`src/rtl/axil_led_cmd_pkg.sv`:
```
package axil_led_cmd_pkg;

    // Byte window covered by the slave and the word size used for decode
    localparam int unsigned OFF_W      = 4;
    localparam int unsigned WORD_LSB_W = 2;

    typedef logic [1:0] axi_resp_t;
    localparam axi_resp_t RESP_OKAY   = 2'b00;
    localparam axi_resp_t RESP_SLVERR = 2'b10;

    typedef enum logic [2:0] {
        CMD_NOP,
        CMD_RED_SET,
        CMD_RED_CLR,
        CMD_GRN_SET,
        CMD_GRN_CLR
    } led_cmd_e;

    typedef struct packed {
        logic red;
        logic green;
    } led_state_t;

    // Map a window offset onto its command; unaligned offsets do nothing
    function automatic led_cmd_e offset_to_cmd(input logic [OFF_W-1:0] off);
        led_cmd_e c;
        if (off[WORD_LSB_W-1:0] != '0) begin
            c = CMD_NOP;
        end else begin
            unique case (off[OFF_W-1:WORD_LSB_W])
                2'd0:    c = CMD_RED_SET;
                2'd1:    c = CMD_RED_CLR;
                2'd2:    c = CMD_GRN_SET;
                default: c = CMD_GRN_CLR;
            endcase
        end
        return c;
    endfunction

    // Apply one command to the LED pair
    function automatic led_state_t apply_cmd(input led_state_t s, input led_cmd_e c);
        led_state_t n;
        n = s;
        unique case (c)
            CMD_RED_SET: n.red   = 1'b1;
            CMD_RED_CLR: n.red   = 1'b0;
            CMD_GRN_SET: n.green = 1'b1;
            CMD_GRN_CLR: n.green = 1'b0;
            default:     n       = s;
        endcase
        return n;
    endfunction

endpackage

```
`src/rtl/axil_led_cmd_wr_chan.sv`:
```
module axil_led_cmd_wr_chan
    import axil_led_cmd_pkg::*;
#(
    parameter int unsigned ADDR_W = 4
) (
    input  logic              clk,
    input  logic              rst,
    input  logic              awvalid,
    output logic              awready,
    input  logic [ADDR_W-1:0] awaddr,
    input  logic              wvalid,
    output logic              wready,
    output logic              bvalid,
    input  logic              bready,
    output axi_resp_t         bresp,
    output logic              fire,
    output logic [ADDR_W-1:0] fire_addr
);

    logic              aw_full_q;
    logic              w_full_q;
    logic              bvalid_q;
    logic [ADDR_W-1:0] addr_q;
    logic              aw_hs;
    logic              w_hs;

    assign awready = !aw_full_q && !bvalid_q;
    assign wready  = !w_full_q && !bvalid_q;
    assign aw_hs   = awvalid && awready;
    assign w_hs    = wvalid && wready;

    // Both halves present (held or arriving now): command executes this edge
    assign fire      = (aw_full_q || aw_hs) && (w_full_q || w_hs);
    assign fire_addr = aw_full_q ? addr_q : awaddr;

    always_ff @(posedge clk) begin
        if (rst) begin
            aw_full_q <= 1'b0;
            w_full_q  <= 1'b0;
            bvalid_q  <= 1'b0;
            addr_q    <= '0;
        end else begin
            if (fire) begin
                aw_full_q <= 1'b0;
                w_full_q  <= 1'b0;
                bvalid_q  <= 1'b1;
            end else begin
                if (aw_hs) begin
                    aw_full_q <= 1'b1;
                    addr_q    <= awaddr;
                end
                if (w_hs) begin
                    w_full_q <= 1'b1;
                end
                if (bvalid_q && bready) begin
                    bvalid_q <= 1'b0;
                end
            end
        end
    end

    assign bvalid = bvalid_q;
    assign bresp  = RESP_OKAY;

endmodule

```
`src/rtl/axil_led_cmd_decode.sv`:
```
module axil_led_cmd_decode
    import axil_led_cmd_pkg::*;
#(
    parameter int unsigned ADDR_W = 4
) (
    input  logic              valid,
    input  logic [ADDR_W-1:0] addr,
    output logic              cmd_valid,
    output led_cmd_e          cmd
);

    logic in_window;

    generate
        if (ADDR_W > OFF_W) begin : g_wide
            assign in_window = ~|addr[ADDR_W-1:OFF_W];
        end else begin : g_exact
            assign in_window = 1'b1;
        end
    endgenerate

    assign cmd       = in_window ? offset_to_cmd(addr[OFF_W-1:0]) : CMD_NOP;
    assign cmd_valid = valid && (cmd != CMD_NOP);

endmodule

```
`src/rtl/axil_led_cmd_led_bank.sv`:
```
module axil_led_cmd_led_bank
    import axil_led_cmd_pkg::*;
(
    input  logic       clk,
    input  logic       rst,
    input  logic       cmd_valid,
    input  led_cmd_e   cmd,
    output led_state_t leds
);

    led_state_t leds_q;

    always_ff @(posedge clk) begin
        if (rst) begin
            leds_q <= '0;
        end else if (cmd_valid) begin
            leds_q <= apply_cmd(leds_q, cmd);
        end
    end

    assign leds = leds_q;

endmodule

```
`src/rtl/axil_led_cmd_rd_chan.sv`:
```
module axil_led_cmd_rd_chan
    import axil_led_cmd_pkg::*;
#(
    parameter int unsigned DATA_W = 32
) (
    input  logic              clk,
    input  logic              rst,
    input  logic              arvalid,
    output logic              arready,
    output logic              rvalid,
    input  logic              rready,
    output logic [DATA_W-1:0] rdata,
    output axi_resp_t         rresp
);

    logic      rvalid_q;
    axi_resp_t rresp_q;

    assign arready = !rvalid_q;

    always_ff @(posedge clk) begin
        if (rst) begin
            rvalid_q <= 1'b0;
            rresp_q  <= RESP_OKAY;
        end else if (arvalid && arready) begin
            rvalid_q <= 1'b1;
            rresp_q  <= RESP_SLVERR;
        end else if (rvalid_q && rready) begin
            rvalid_q <= 1'b0;
        end
    end

    assign rvalid = rvalid_q;
    assign rresp  = rresp_q;
    assign rdata  = '0;

endmodule

```
`src/rtl/axil_led_cmd.sv`:
```
module axil_led_cmd
    import axil_led_cmd_pkg::*;
#(
    parameter int unsigned ADDR_W = 4,
    parameter int unsigned DATA_W = 32
) (
    input  logic                clk,
    input  logic                rst,
    input  logic                s_awvalid,
    output logic                s_awready,
    input  logic [ADDR_W-1:0]   s_awaddr,
    input  logic                s_wvalid,
    output logic                s_wready,
    input  logic [DATA_W-1:0]   s_wdata,
    input  logic [DATA_W/8-1:0] s_wstrb,
    output logic                s_bvalid,
    input  logic                s_bready,
    output logic [1:0]          s_bresp,
    input  logic                s_arvalid,
    output logic                s_arready,
    input  logic [ADDR_W-1:0]   s_araddr,
    output logic                s_rvalid,
    input  logic                s_rready,
    output logic [DATA_W-1:0]   s_rdata,
    output logic [1:0]          s_rresp,
    output logic                led_red,
    output logic                led_green
);

    logic              fire;
    logic [ADDR_W-1:0] fire_addr;
    logic              cmd_valid;
    led_cmd_e          cmd;
    led_state_t        leds;

    // Payload and read address carry no meaning for this slave
    logic unused_payload;
    assign unused_payload = ^{s_wdata, s_wstrb, s_araddr};

    axil_led_cmd_wr_chan #(.ADDR_W(ADDR_W)) i_wr (
        .clk       (clk),
        .rst       (rst),
        .awvalid   (s_awvalid),
        .awready   (s_awready),
        .awaddr    (s_awaddr),
        .wvalid    (s_wvalid),
        .wready    (s_wready),
        .bvalid    (s_bvalid),
        .bready    (s_bready),
        .bresp     (s_bresp),
        .fire      (fire),
        .fire_addr (fire_addr)
    );

    axil_led_cmd_decode #(.ADDR_W(ADDR_W)) i_dec (
        .valid     (fire),
        .addr      (fire_addr),
        .cmd_valid (cmd_valid),
        .cmd       (cmd)
    );

    axil_led_cmd_led_bank i_bank (
        .clk       (clk),
        .rst       (rst),
        .cmd_valid (cmd_valid),
        .cmd       (cmd),
        .leds      (leds)
    );

    axil_led_cmd_rd_chan #(.DATA_W(DATA_W)) i_rd (
        .clk     (clk),
        .rst     (rst),
        .arvalid (s_arvalid),
        .arready (s_arready),
        .rvalid  (s_rvalid),
        .rready  (s_rready),
        .rdata   (s_rdata),
        .rresp   (s_rresp)
    );

    assign led_red   = leds.red;
    assign led_green = leds.green;

endmodule

```
`config.mk`:
```
export PLATFORM = sky130hd
export DESIGN_NAME = axil_led_cmd
export DESIGN_NICKNAME = d
export VERILOG_FILES = /design/src/rtl/axil_led_cmd_pkg.sv /design/src/rtl/axil_led_cmd_wr_chan.sv /design/src/rtl/axil_led_cmd_decode.sv /design/src/rtl/axil_led_cmd_led_bank.sv /design/src/rtl/axil_led_cmd_rd_chan.sv /design/src/rtl/axil_led_cmd.sv
export SDC_FILE = /design/constraint.sdc
export NUM_CORES = 1
export LEC_CHECK = 0
export ABC_AREA = 1
export CORE_MARGIN = 3
export CORE_UTILIZATION = 63
export CTS_CLUSTER_DIAMETER = 60
export DETAILED_ROUTE_END_ITERATION = 10
export DONT_BUFFER_PORTS = 1
export PLACE_DENSITY = 0.83
export SKIP_LAST_GASP = 1
export SLEW_MARGIN = 20
export SYNTH_ARGS = -nofsm -noshare
export SYNTH_HDL_FRONTEND = slang
export SYNTH_HIERARCHICAL = 1
export SYNTH_SLANG_ARGS = --single-unit
```
`constraint.sdc`:
```
create_clock -name clk -period 4.9 [get_ports clk]
set_input_delay 1.225 -clock clk [delete_from_list [all_inputs] [get_ports clk]]
set_output_delay 1.225 -clock clk [all_outputs]
set_load 0.02 [all_outputs]
```
Word level (Yosys, flattened, before mapping)

Index checks and enable logic that the tools add are counted.

Reduce and logical (&&, ||, !) cells: 26
Eq/ne operators: 6
Bitwise logic cells: 1
Muxes and demuxes: 9

Operators by type and width:

| operator                                                              | count |
|---|---|
| 2-bit nonzero test                                                    | 5 |
| 1-bit logical AND                                                     | 9 |
| 3-bit one-hot mux with 3 select lines                                 | 1 |
| 3-bit by 2-bit equality test with 1-bit output, second input constant | 2 |
| 2-bit AND reduction                                                   | 3 |
| 1-bit zero test                                                       | 4 |
| 1-bit 2-to-1 mux                                                      | 4 |
| 4-bit 2-to-1 mux                                                      | 1 |
| 1-bit one-hot mux with 2 select lines                                 | 2 |
| 3-bit by 1-bit equality test with 1-bit output, second input constant | 1 |
| 3-bit equality test, second input constant                            | 1 |
| 3-bit 2-to-1 mux                                                      | 1 |
| 3-bit nonzero test                                                    | 1 |
| 2-bit by 1-bit equality test with 1-bit output, second input constant | 1 |
| 2-bit equality test, second input constant                            | 1 |
| 2-bit zero test                                                       | 1 |
| 1-bit logical OR                                                      | 2 |
| 2-bit OR reduction                                                    | 1 |
| 1-bit inverter                                                        | 1 |

Register bits after elaboration: 11
Bits of input ports: 51
Output and inout port bits: 43
Word-level logic and storage cells: 50

Longest topological paths before layout

Gate-level depths: netlist of run 1.

Word-level depth: 7
Mapped depth: 13
Depth with buffers taken out: 12

Cells and area by module

Netlist of run 1, hierarchy kept.

By module, submodules not included:

| module                | area each (um^2) | seq. area each (um^2) | cells each | times used |
|---|---|---|---|---|
| axil_led_cmd_wr_chan  | 432.9            | 140.1                 | 62         | 1 |
| axil_led_cmd_rd_chan  | 322.8            | 40.0                  | 43         | 1 |
| axil_led_cmd_led_bank | 115.1            | 40.0                  | 20         | 1 |
| axil_led_cmd_decode   | 88.8             | 0.0                   | 16         | 1 |

Worst setup path after synthesis of run 1

Ideal clock, no wire load.

Path kind: input -> register
From: in s_awaddr[3]
To: reg i_bank.leds_q (netlist bit i_bank/leds[1])
Arrival time: 2.290 ns
Slack: 2.496 ns
Cell stages on the path: 9
Path buffers: 0
Setup time: 0.114 ns
Data required time: 4.786 ns
Path through: inv_1 -> o21ai_0 -> inv_1 -> ha_1 -> inv_1 -> nor2_1 -> nand3_1 -> a21oi_1 -> nor2_1

Longest elaborated chain between the ends: 7

RTL lines:

| element                                                                | RTL line                    | RTL |
|---|---|---|
| start, declared                                                        | axil_led_cmd.sv:11          | `input logic [ADDR_W-1:0] s_awaddr,` |
| 4-bit 2-to-1 mux *                                                     | axil_led_cmd_wr_chan.sv:34  | `assign fire_addr = aw_full_q ? addr_q : awaddr;` |
| via fire_addr[3]                                                       | axil_led_cmd.sv:31          | `logic [ADDR_W-1:0] fire_addr;` |
| 2-bit equality test (tied with other cells)                            | axil_led_cmd_pkg.sv:30      | `unique case (off[OFF_W-1:WORD_LSB_W])` |
| 3-bit one-hot mux with 3 select lines *                                | axil_led_cmd_pkg.sv:30      |  |
| 3-bit 2-to-1 mux *                                                     | axil_led_cmd_pkg.sv:27      | `if (off[WORD_LSB_W-1:0] != '0) begin` |
| via cmd[1]                                                             | axil_led_cmd.sv:33          | `led_cmd_e cmd;` |
| 3-bit by 1-bit equality test with 1-bit output (tied with other cells) | axil_led_cmd_pkg.sv:44      | `unique case (c)` |
| 2-bit nonzero test (no line) or 1-bit logical AND (tied branches)      | -                           |  |
| 2-bit AND reduction (no line)                                          | -                           |  |
| end signal, assigned                                                   | axil_led_cmd_led_bank.sv:17 | `leds_q <= apply_cmd(leds_q, cmd);` |
| end, declared                                                          | axil_led_cmd_led_bank.sv:11 | `led_state_t leds_q;` |

The timed path passes the listed nets; every way through them passes the cells marked *.
A chain may end at the register's enable or synchronous reset.

Worst setup path in the final report of run 1

Ends and elaborated chain as after synthesis.

==> flow_summary.html, run 1 <==
<table>
<tr><th>Metric</th><th>Value</th></tr>
<tr><th colspan="2">Synthesis</th></tr>
<tr><td>Number of distinct library cells after synthesis</td><td>21</td></tr>
<tr><td>Cells after Synth</td><td>141</td></tr>
<tr><td>Post-synthesis sequential area ratio</td><td>0.2295</td></tr>
<tr><td>Cell area after synthesis</td><td>959.7 um^2</td></tr>
<tr><td>Cell accounting for the most synthesized area</td><td>buf_4</td></tr>
<tr><td>Most used standard cell by instance count after synthesis</td><td>buf_4</td></tr>
<tr><td>Cell types occupying the most area after synthesis</td><td>buf_4 (27%), dfxtp_1 (23%), inv_1 (9.4%)</td></tr>
<tr><td>Number of flip-flops and latches in the synthesized netlist</td><td>11</td></tr>
<tr><td>Top-area cell type share of the netlist area</td><td>0.2738</td></tr>
<tr><td>Main flop type after synthesis</td><td>dfxtp_1</td></tr>
<tr><td>Number of warnings reported in the yosys synthesis log</td><td>6</td></tr>
<tr><td>Top post-synthesis cells by count</td><td>buf_4 (35), inv_1 (24), nand2_1 (16), nor2_1 (16), dfxtp_1 (11)</td></tr>
<tr><td>Post-synthesis area per instance</td><td>6.806 um^2</td></tr>
<tr><td>Async set-or-reset flop fraction in the synthesized netlist</td><td>0</td></tr>
<tr><td>EDFF count, synth</td><td>0</td></tr>
<tr><th colspan="2">Global routing</th></tr>
<tr><td>First-pass GRT wire length</td><td>2159 um</td></tr>
<tr><td>Number of antenna violations at the first check in global routing</td><td>0</td></tr>
<tr><td>Global routing usage summed across all routing layers</td><td>0.1443</td></tr>
<tr><td>Overflow left after global routing</td><td>0</td></tr>
<tr><td>Pin count of the biggest net entering global routing</td><td>10</td></tr>
<tr><td>Via count of the first global-routing pass</td><td>565</td></tr>
<tr><th colspan="2">Clock network</th></tr>
<tr><td>Hold_buf cts</td><td>0</td></tr>
<tr><td>Reg clk slew, reported paths</td><td>0.07 ns</td></tr>
<tr><td>Post-cts repair resize count</td><td>0</td></tr>
<tr><td>Clock sink count</td><td>11</td></tr>
<tr><td>Deepest clock path buffer count</td><td>2</td></tr>
<tr><td>Number of H-tree branching levels</td><td>1</td></tr>
<tr><td>CTS tree</td><td>done</td></tr>
<tr><td>Skew-Pair Late Insertion Delay</td><td>0.27 ns</td></tr>
<tr><td>Number of buffers added by the clock tree synthesis step</td><td>3</td></tr>
<tr><td>Buffers inserted during post-CTS setup optimization</td><td>0</td></tr>
<tr><td>CTS Root Buffer Type</td><td>clkbuf_4</td></tr>
<tr><th colspan="2">Place</th></tr>
<tr><td>Count of placed standard cells including taps</td><td>153</td></tr>
<tr><td>DP HPWL</td><td>1198 um</td></tr>
<tr><td>Placed instance area</td><td>828.3 um^2</td></tr>
<tr><td>Count of buffers inserted at the top-level ports</td><td>0</td></tr>
<tr><td>Placer's final routability congestion estimate</td><td>0.8038</td></tr>
<tr><td>DP Worst Slack</td><td>2.267 ns</td></tr>
<tr><th colspan="2">Setup path</th></tr>
<tr><td>Maximum single-stage delay on the critical path</td><td>0.30 ns</td></tr>
<tr><td>Flop-to-flop setup slack</td><td>3.04 ns</td></tr>
<tr><td>Most frequent CP cell</td><td>inv_1</td></tr>
<tr><td>Depth of the critical timing path with buffers and inverters included</td><td>9</td></tr>
<tr><td>CP arrival</td><td>2.51 ns</td></tr>
<tr><td>Critical path startpoint category</td><td>input port</td></tr>
<tr><td>CP required</td><td>5.07 ns</td></tr>
<tr><td>Type of the setup path with the least slack</td><td>input port to register</td></tr>
<tr><td>Buf/Inv on CP</td><td>3</td></tr>
<tr><td>Endpoint type of the worst setup path</td><td>register</td></tr>
<tr><td>Peak fanout along the critical path</td><td>4</td></tr>
<tr><td>Delay-heaviest family, CP</td><td>compound AO/OA/AOI/OAI gates</td></tr>
<tr><td>Number of cells on the worst reg-to-reg path</td><td>9</td></tr>
<tr><td>Cells along the critical path</td><td>inv_1 &gt; o21ai_0 &gt; inv_1 &gt; ha_1 &gt; inv_1 &gt; nor2_1 &gt; nand3_1 &gt; a21oi_1 &gt; nor2_1</td></tr>
<tr><td>Slowest stage cell on the critical path</td><td>o21ai_0</td></tr>
<tr><th colspan="2">STA</th></tr>
<tr><td>Sum of negative setup slack</td><td>0 ns</td></tr>
<tr><td>Total of endpoints with negative setup slack in the final report</td><td>0</td></tr>
<tr><td>Hold slack final</td><td>0.4839 ns</td></tr>
<tr><td>Post-layout minimum cycle time</td><td>2.342 ns</td></tr>
<tr><td>Fraction of the cycle the final worst path needs</td><td>0.4780</td></tr>
<tr><td>Setup clock skew after layout</td><td>0.004116 ns</td></tr>
<tr><td>Final Hold Fails</td><td>0</td></tr>
<tr><td>Setup ws final</td><td>2.558 ns</td></tr>
<tr><td>RSZ-0062 raised after global routing</td><td>no</td></tr>
<tr><td>Final count of pins violating max slew</td><td>0</td></tr>
<tr><td>Upper clock frequency limit</td><td>0.4270 GHz</td></tr>
<tr><th colspan="2">Power and ir drop</th></tr>
<tr><td>Power spent charging and discharging nets</td><td>0.09962 mW</td></tr>
<tr><td>Overall power</td><td>0.2459 mW</td></tr>
<tr><td>Share of power burned in combinational logic</td><td>0.321</td></tr>
<tr><td>Power density over the cells</td><td>287.8 mW/mm^2</td></tr>
<tr><td>Switching power share of the total</td><td>0.4051</td></tr>
<tr><td>Relative contribution of sequential cells to total power</td><td>0.432</td></tr>
<tr><td>Worst vdd ir</td><td>0.2253 mV</td></tr>
<tr><td>Leakage power</td><td>0.4838 nW</td></tr>
<tr><td>Clk pwr share</td><td>0.247</td></tr>
<tr><td>P_int</td><td>0.1463 mW</td></tr>
<tr><th colspan="2">Route</th></tr>
<tr><td>Number of iterations in the first detailed-routing pass</td><td>4</td></tr>
<tr><td>Per-cell via count in the routed design</td><td>4.255</td></tr>
<tr><td>Number of remaining DRC errors</td><td>0</td></tr>
<tr><td>WL per Instance</td><td>8.822 um</td></tr>
<tr><td>Sum of routed wire length over all layers</td><td>1385 um</td></tr>
<tr><td>First-iteration detailed-routing DRC count</td><td>6</td></tr>
<tr><td>Antenna Violating Nets Remaining</td><td>0</td></tr>
<tr><td>Total vias in the final route</td><td>668</td></tr>
<tr><th colspan="2">Job</th></tr>
<tr><td>Max-capacitance violation count</td><td>0</td></tr>
<tr><th colspan="2">Hold path</th></tr>
<tr><td>Worst Hold Depth</td><td>2</td></tr>
<tr><td>Classification of the worst-slack hold path</td><td>register to register</td></tr>
<tr><th colspan="2">Floorplan</th></tr>
<tr><td>Die area</td><td>0.002028 mm^2</td></tr>
<tr><td>Standard cell core area</td><td>0.001366 mm^2</td></tr>
<tr><td>Horizontal die dimension</td><td>45.03 um</td></tr>
<tr><td>Y dimension of the die</td><td>45.03 um</td></tr>
<tr><td>Number of ports placed on the die boundary</td><td>94</td></tr>
<tr><td>Number of rows created at floorplan</td><td>13</td></tr>
<tr><td>Effective utilization at floorplan</td><td>0.7024</td></tr>
<tr><th colspan="2">Outcome</th></tr>
<tr><td>Result of the run</td><td>finished, final reports clean</td></tr>
<tr><th colspan="2">Final layout</th></tr>
<tr><td>Fraction of layout instances using a drive strength above 1</td><td>0.1338</td></tr>
<tr><td>Final-layout fill cell count</td><td>125</td></tr>
<tr><td>Signed area change from the synthesized netlist to the final layout</td><td>-10.95%</td></tr>
<tr><td>Register Area</td><td>220.2 um^2</td></tr>
<tr><td>Final-stage net count</td><td>197</td></tr>
<tr><td>Final Non-Filler Cells</td><td>157</td></tr>
<tr><td>Diodes inserted</td><td>0</td></tr>
<tr><td>Area used by multi-input combinational logic</td><td>473.0 um^2</td></tr>
<tr><td>Post-layout util</td><td>0.6255</td></tr>
<tr><td>Post-Layout Inst Area</td><td>854.6 um^2</td></tr>
</table>
layout make-up:
type                       instances  share of cell area
inverter                          29              0.1362
sequential                        11              0.2577
multi-input combinational         98              0.5534
tap                               15             0.02196
clock buffer                       4             0.03075
power by group through the flow:
stage / clock (mW) / combinational (mW) / sequential (mW)
finish: 0.0608 / 0.0790 / 0.106
global route: 0.0674 / 0.0902 / 0.107
CTS: 0.0622 / 0.0792 / 0.106
detailed placement: 0 / 0.0789 / 0.108
global placement: 0 / 0.0759 / 0.108
floorplan: 0 / 0.0955 / 0.105
worst reg2reg max path: cells and delay by family, from the launching register on:
kind	cells	cell delay, ns
simple gates	4	0.50
fa+ha+maj	1	0.28
compound gates	2	0.30
flops	1	0.57
buf+inv	2	0.13
cells in the final DEF, fill, tap and decap left out, types with 2 or more instances in the layout:
cell type / netlist / layout
a21oi_1: 4 / 4
clkbuf_4: 0 / 3
conb_1: 2 / 35
dfxtp_1: 11 / 11
ha_1: 3 / 3
inv_1: 24 / 24
inv_2: 4 / 4
nand2_1: 16 / 16
nand2_2: 4 / 4
nand3_1: 8 / 8
nor2_1: 16 / 16
nor2_4: 2 / 2
o21ai_0: 4 / 4
metal layers:
metal | up-vias | wire length [um] | global-route usage
li1 | 347 | - | -
met4 | 0 | 2 | 0.05263
met5 | - | 0 | 0
met3 | 2 | 123 | 0.03984
met1 | 283 | 470 | 0.1467
met2 | 36 | 789 | 0.2740
cells by family (layout without fill, tap and decap cells):
family / Yosys count / count (layout) / share of synthesized area
adder cells (fa/ha/maj): 3 / 3 / 0.03912
other: 2 / 35 / 0.007826
buffers and inverters: 65 / 33 / 0.4068
AO/OA/AOI/OAI: 9 / 9 / 0.05085
flip-flops: 11 / 11 / 0.2295
AND/OR/NAND/NOR: 51 / 51 / 0.2660
sequential cells by signal, indices dropped and copies added (netlist names):
signal / count
i_wr/addr_q: 4
i_bank/leds: 2
i_rd/rresp: 1
i_rd/rvalid: 1
i_wr/aw_full_q: 1
i_wr/bvalid: 1
i_wr/w_full_q: 1
worst paths after layout:
check	to	start
setup / recovery	i_bank/leds[1]	s_awaddr[3]
hold / removal	i_wr/addr_q[2]	i_wr/addr_q[2]
setup reg to reg	i_bank/leds[1]	i_wr/aw_full_q
hold reg to reg	i_wr/addr_q[2]	i_wr/addr_q[2]
(Power assumes the default switching activity.)
==> run 2, diff against run 1 <==
- CORE_UTILIZATION: 63 -> 55
- PLACE_DENSITY: 0.83 -> 0.77
- clock period: 4.9 -> 2 ns (I/O delays scaled with it)
==> flow_summary.html, run 2 (synthesis gave the netlist of run 1 again) <==
<table>
<tr><th>Metric</th><th>Value</th></tr>
<tr><th colspan="2">Outcome</th></tr>
<tr><td>Result of the run</td><td>finished, final reports clean</td></tr>
<tr><th colspan="2">Route</th></tr>
<tr><td>Sum of routed wire length over all layers</td><td>1434 um</td></tr>
<tr><td>Number of iterations in the first detailed-routing pass</td><td>4</td></tr>
<tr><td>Total vias in the final route</td><td>687</td></tr>
<tr><td>Per-cell via count in the routed design</td><td>4.348</td></tr>
<tr><td>Number of remaining DRC errors</td><td>0</td></tr>
<tr><td>Antenna Violating Nets Remaining</td><td>0</td></tr>
<tr><td>WL per Instance</td><td>9.076 um</td></tr>
<tr><td>First-iteration detailed-routing DRC count</td><td>25</td></tr>
<tr><th colspan="2">STA</th></tr>
<tr><td>Upper clock frequency limit</td><td>0.5663 GHz</td></tr>
<tr><td>Final count of pins violating max slew</td><td>0</td></tr>
<tr><td>Final Hold Fails</td><td>0</td></tr>
<tr><td>Sum of negative setup slack</td><td>0 ns</td></tr>
<tr><td>Setup clock skew after layout</td><td>0.0003544 ns</td></tr>
<tr><td>RSZ-0062 raised after global routing</td><td>no</td></tr>
<tr><td>Fraction of the cycle the final worst path needs</td><td>0.8830</td></tr>
<tr><td>Post-layout minimum cycle time</td><td>1.766 ns</td></tr>
<tr><td>Total of endpoints with negative setup slack in the final report</td><td>0</td></tr>
<tr><th colspan="2">Global routing</th></tr>
<tr><td>Pin count of the biggest net entering global routing</td><td>10</td></tr>
<tr><td>Number of antenna violations at the first check in global routing</td><td>0</td></tr>
<tr><td>Via count of the first global-routing pass</td><td>543</td></tr>
<tr><td>Global routing usage summed across all routing layers</td><td>0.1259</td></tr>
<tr><td>First-pass GRT wire length</td><td>2111 um</td></tr>
<tr><td>Overflow left after global routing</td><td>0</td></tr>
<tr><th colspan="2">Setup path</th></tr>
<tr><td>CP arrival</td><td>1.93 ns</td></tr>
<tr><td>Critical Path End</td><td>i_bank/leds[1]</td></tr>
<tr><td>Buf/Inv on CP</td><td>2</td></tr>
<tr><td>CP required</td><td>2.16 ns</td></tr>
<tr><td>Depth of the critical timing path with buffers and inverters included</td><td>8</td></tr>
<tr><td>Flop-to-flop setup slack</td><td>0.23 ns</td></tr>
<tr><td>Critical register-to-register path startpoint</td><td>i_wr/aw_full_q</td></tr>
<tr><td>Number of cells on the worst reg-to-reg path</td><td>8</td></tr>
<tr><td>Delay-heaviest family, CP</td><td>compound AO/OA/AOI/OAI gates</td></tr>
<tr><td>FF-to-FF End</td><td>i_bank/leds[1]</td></tr>
<tr><td>Type of the setup path with the least slack</td><td>register to register</td></tr>
<tr><td>Slowest stage cell on the critical path</td><td>dfxtp_2</td></tr>
<tr><td>Endpoint type of the worst setup path</td><td>register</td></tr>
<tr><td>Cells along the critical path</td><td>o21ai_0 &gt; inv_1 &gt; ha_1 &gt; inv_1 &gt; nor2_1 &gt; nand3_1 &gt; a21oi_1 &gt; nor2_1</td></tr>
<tr><td>Critical path startpoint category</td><td>register</td></tr>
<tr><td>Peak fanout along the critical path</td><td>9</td></tr>
<tr><td>Maximum single-stage delay on the critical path</td><td>0.39 ns</td></tr>
<tr><td>Source of the critical timing path</td><td>i_wr/aw_full_q</td></tr>
<tr><th colspan="2">Final layout</th></tr>
<tr><td>Final-stage net count</td><td>197</td></tr>
<tr><td>Flip-flop count of the largest register after layout</td><td>4</td></tr>
<tr><td>Post-Layout Inst Area</td><td>857.1 um^2</td></tr>
<tr><td>Diodes inserted</td><td>0</td></tr>
<tr><td>Fraction of layout instances using a drive strength above 1</td><td>0.1408</td></tr>
<tr><td>Most common cell after layout, fill and taps aside</td><td>conb_1</td></tr>
<tr><td>Post-layout util</td><td>0.5437</td></tr>
<tr><td>Commonest cells after routing, fill and taps aside</td><td>conb_1 (35), inv_1 (24), nand2_1 (16), nor2_1 (16), dfxtp_1 (10)</td></tr>
<tr><td>Reg with most FFs</td><td>i_wr/addr_q</td></tr>
<tr><td>Signed area change from the synthesized netlist to the final layout</td><td>-10.69%</td></tr>
<tr><th colspan="2">Place</th></tr>
<tr><td>Placed instance area</td><td>829.5 um^2</td></tr>
<tr><td>DP HPWL</td><td>1204 um</td></tr>
<tr><td>Placer's final routability congestion estimate</td><td>0.7649</td></tr>
<tr><td>Count of buffers inserted at the top-level ports</td><td>0</td></tr>
<tr><th colspan="2">Hold path</th></tr>
<tr><td>Classification of the worst-slack hold path</td><td>input port to register</td></tr>
<tr><th colspan="2">Clock network</th></tr>
<tr><td>CTS tree</td><td>done</td></tr>
<tr><td>Deepest clock path buffer count</td><td>2</td></tr>
<tr><td>Reg clk slew, reported paths</td><td>0.07 ns</td></tr>
<tr><td>Skew-Pair Late Insertion Delay</td><td>0.26 ns</td></tr>
<tr><td>Number of H-tree branching levels</td><td>1</td></tr>
<tr><td>Clock sink count</td><td>11</td></tr>
<tr><td>CTS Root Buffer Type</td><td>clkbuf_4</td></tr>
<tr><td>Hold_buf cts</td><td>0</td></tr>
<tr><td>Number of buffers added by the clock tree synthesis step</td><td>3</td></tr>
<tr><th colspan="2">Floorplan</th></tr>
<tr><td>Y dimension of the die</td><td>47.77 um</td></tr>
<tr><td>Standard cell core area</td><td>0.001577 mm^2</td></tr>
<tr><td>Horizontal die dimension</td><td>47.77 um</td></tr>
<tr><td>Effective utilization at floorplan</td><td>0.6087</td></tr>
<tr><td>Number of rows created at floorplan</td><td>14</td></tr>
<tr><td>Number of ports placed on the die boundary</td><td>94</td></tr>
<tr><td>Die area</td><td>0.002282 mm^2</td></tr>
<tr><th colspan="2">Power and ir drop</th></tr>
<tr><td>Worst vdd ir</td><td>0.4300 mV</td></tr>
<tr><td>Leakage power</td><td>0.4842 nW</td></tr>
<tr><td>Power density over the cells</td><td>704.6 mW/mm^2</td></tr>
<tr><th colspan="2">Job</th></tr>
<tr><td>Max-capacitance violation count</td><td>0</td></tr>
</table>
==> run 2: final cells by class <==
type	instances	area (um^2)
fill	163	719.4
multi-input combinational	98	473.0
sequential	11	221.5
inverter	29	116.4
clock buffer	4	26.28
tap	16	20.02
==> run 2: worst min-delay path by stage <==
stage | slack [ns] | depth (start not counted) | to | startpoint
2_1_floorplan | 0.46 | 2 | i_wr/addr_q[0] | i_wr/addr_q[0]
6_report | 0.29 | 1 | i_wr/bvalid | rst
5_1_grt | 0.28 | 1 | i_wr/bvalid | rst
4_1_cts | 0.29 | 1 | i_wr/bvalid | rst
3_5_place_dp | 0.48 | 2 | i_wr/addr_q[2] | i_wr/addr_q[2]
3_3_place_gp | 0.46 | 2 | i_wr/addr_q[2] | i_wr/addr_q[2]
==> run 2: power breakdown <==
part	switching [mW]	internal [mW]
Clock	0.0723	0.0770
Combinational	0.151	0.0442
Sequential	0.0220	0.238
==> run 2: worst reg2reg max path: stages, from the launching register on <==
cell and delay [ns]:
dfxtp_2 0.39, o21ai_0 0.33, inv_1 0.08, ha_1 0.28, inv_1 0.04, nor2_1 0.24, nand3_1 0.12, a21oi_1 0.14
nor2_1 0.05
==> run 2: layer usage <==
layer	wire, um	GRT usage
met3	138	0.03383
met5	0	0
met1	541	0.1429
met4	10	0.04839
met2	744	0.2216
==> run 2: repair_timing <==
| action | CTS | global route |
|---|---|---|
| setup endpoints to repair | 0 | 1 |
| setup buffers | 0 | 0 |
| resized for setup | 0 | 1 |
==> run 2: metrics by stage <==
| step | worst slack (ns) | hold slack [ns] | total power, mW | std cells |
|---|---|---|---|---|
| after floorplan | 0.3208 | 0.4554 | 0.4917 | 174 |
| after global placement | 0.2384 | 0.4649 | 0.4505 | 154 |
| after detailed placement | 0.1105 | 0.4765 | 0.4573 | 154 |
| after CTS | 0.1484 | 0.2860 | 0.6067 | 158 |
| after global routing | 0.1071 | 0.2763 | 0.6467 | 158 |
| final | 0.2341 | 0.2924 | 0.6039 | 158 |
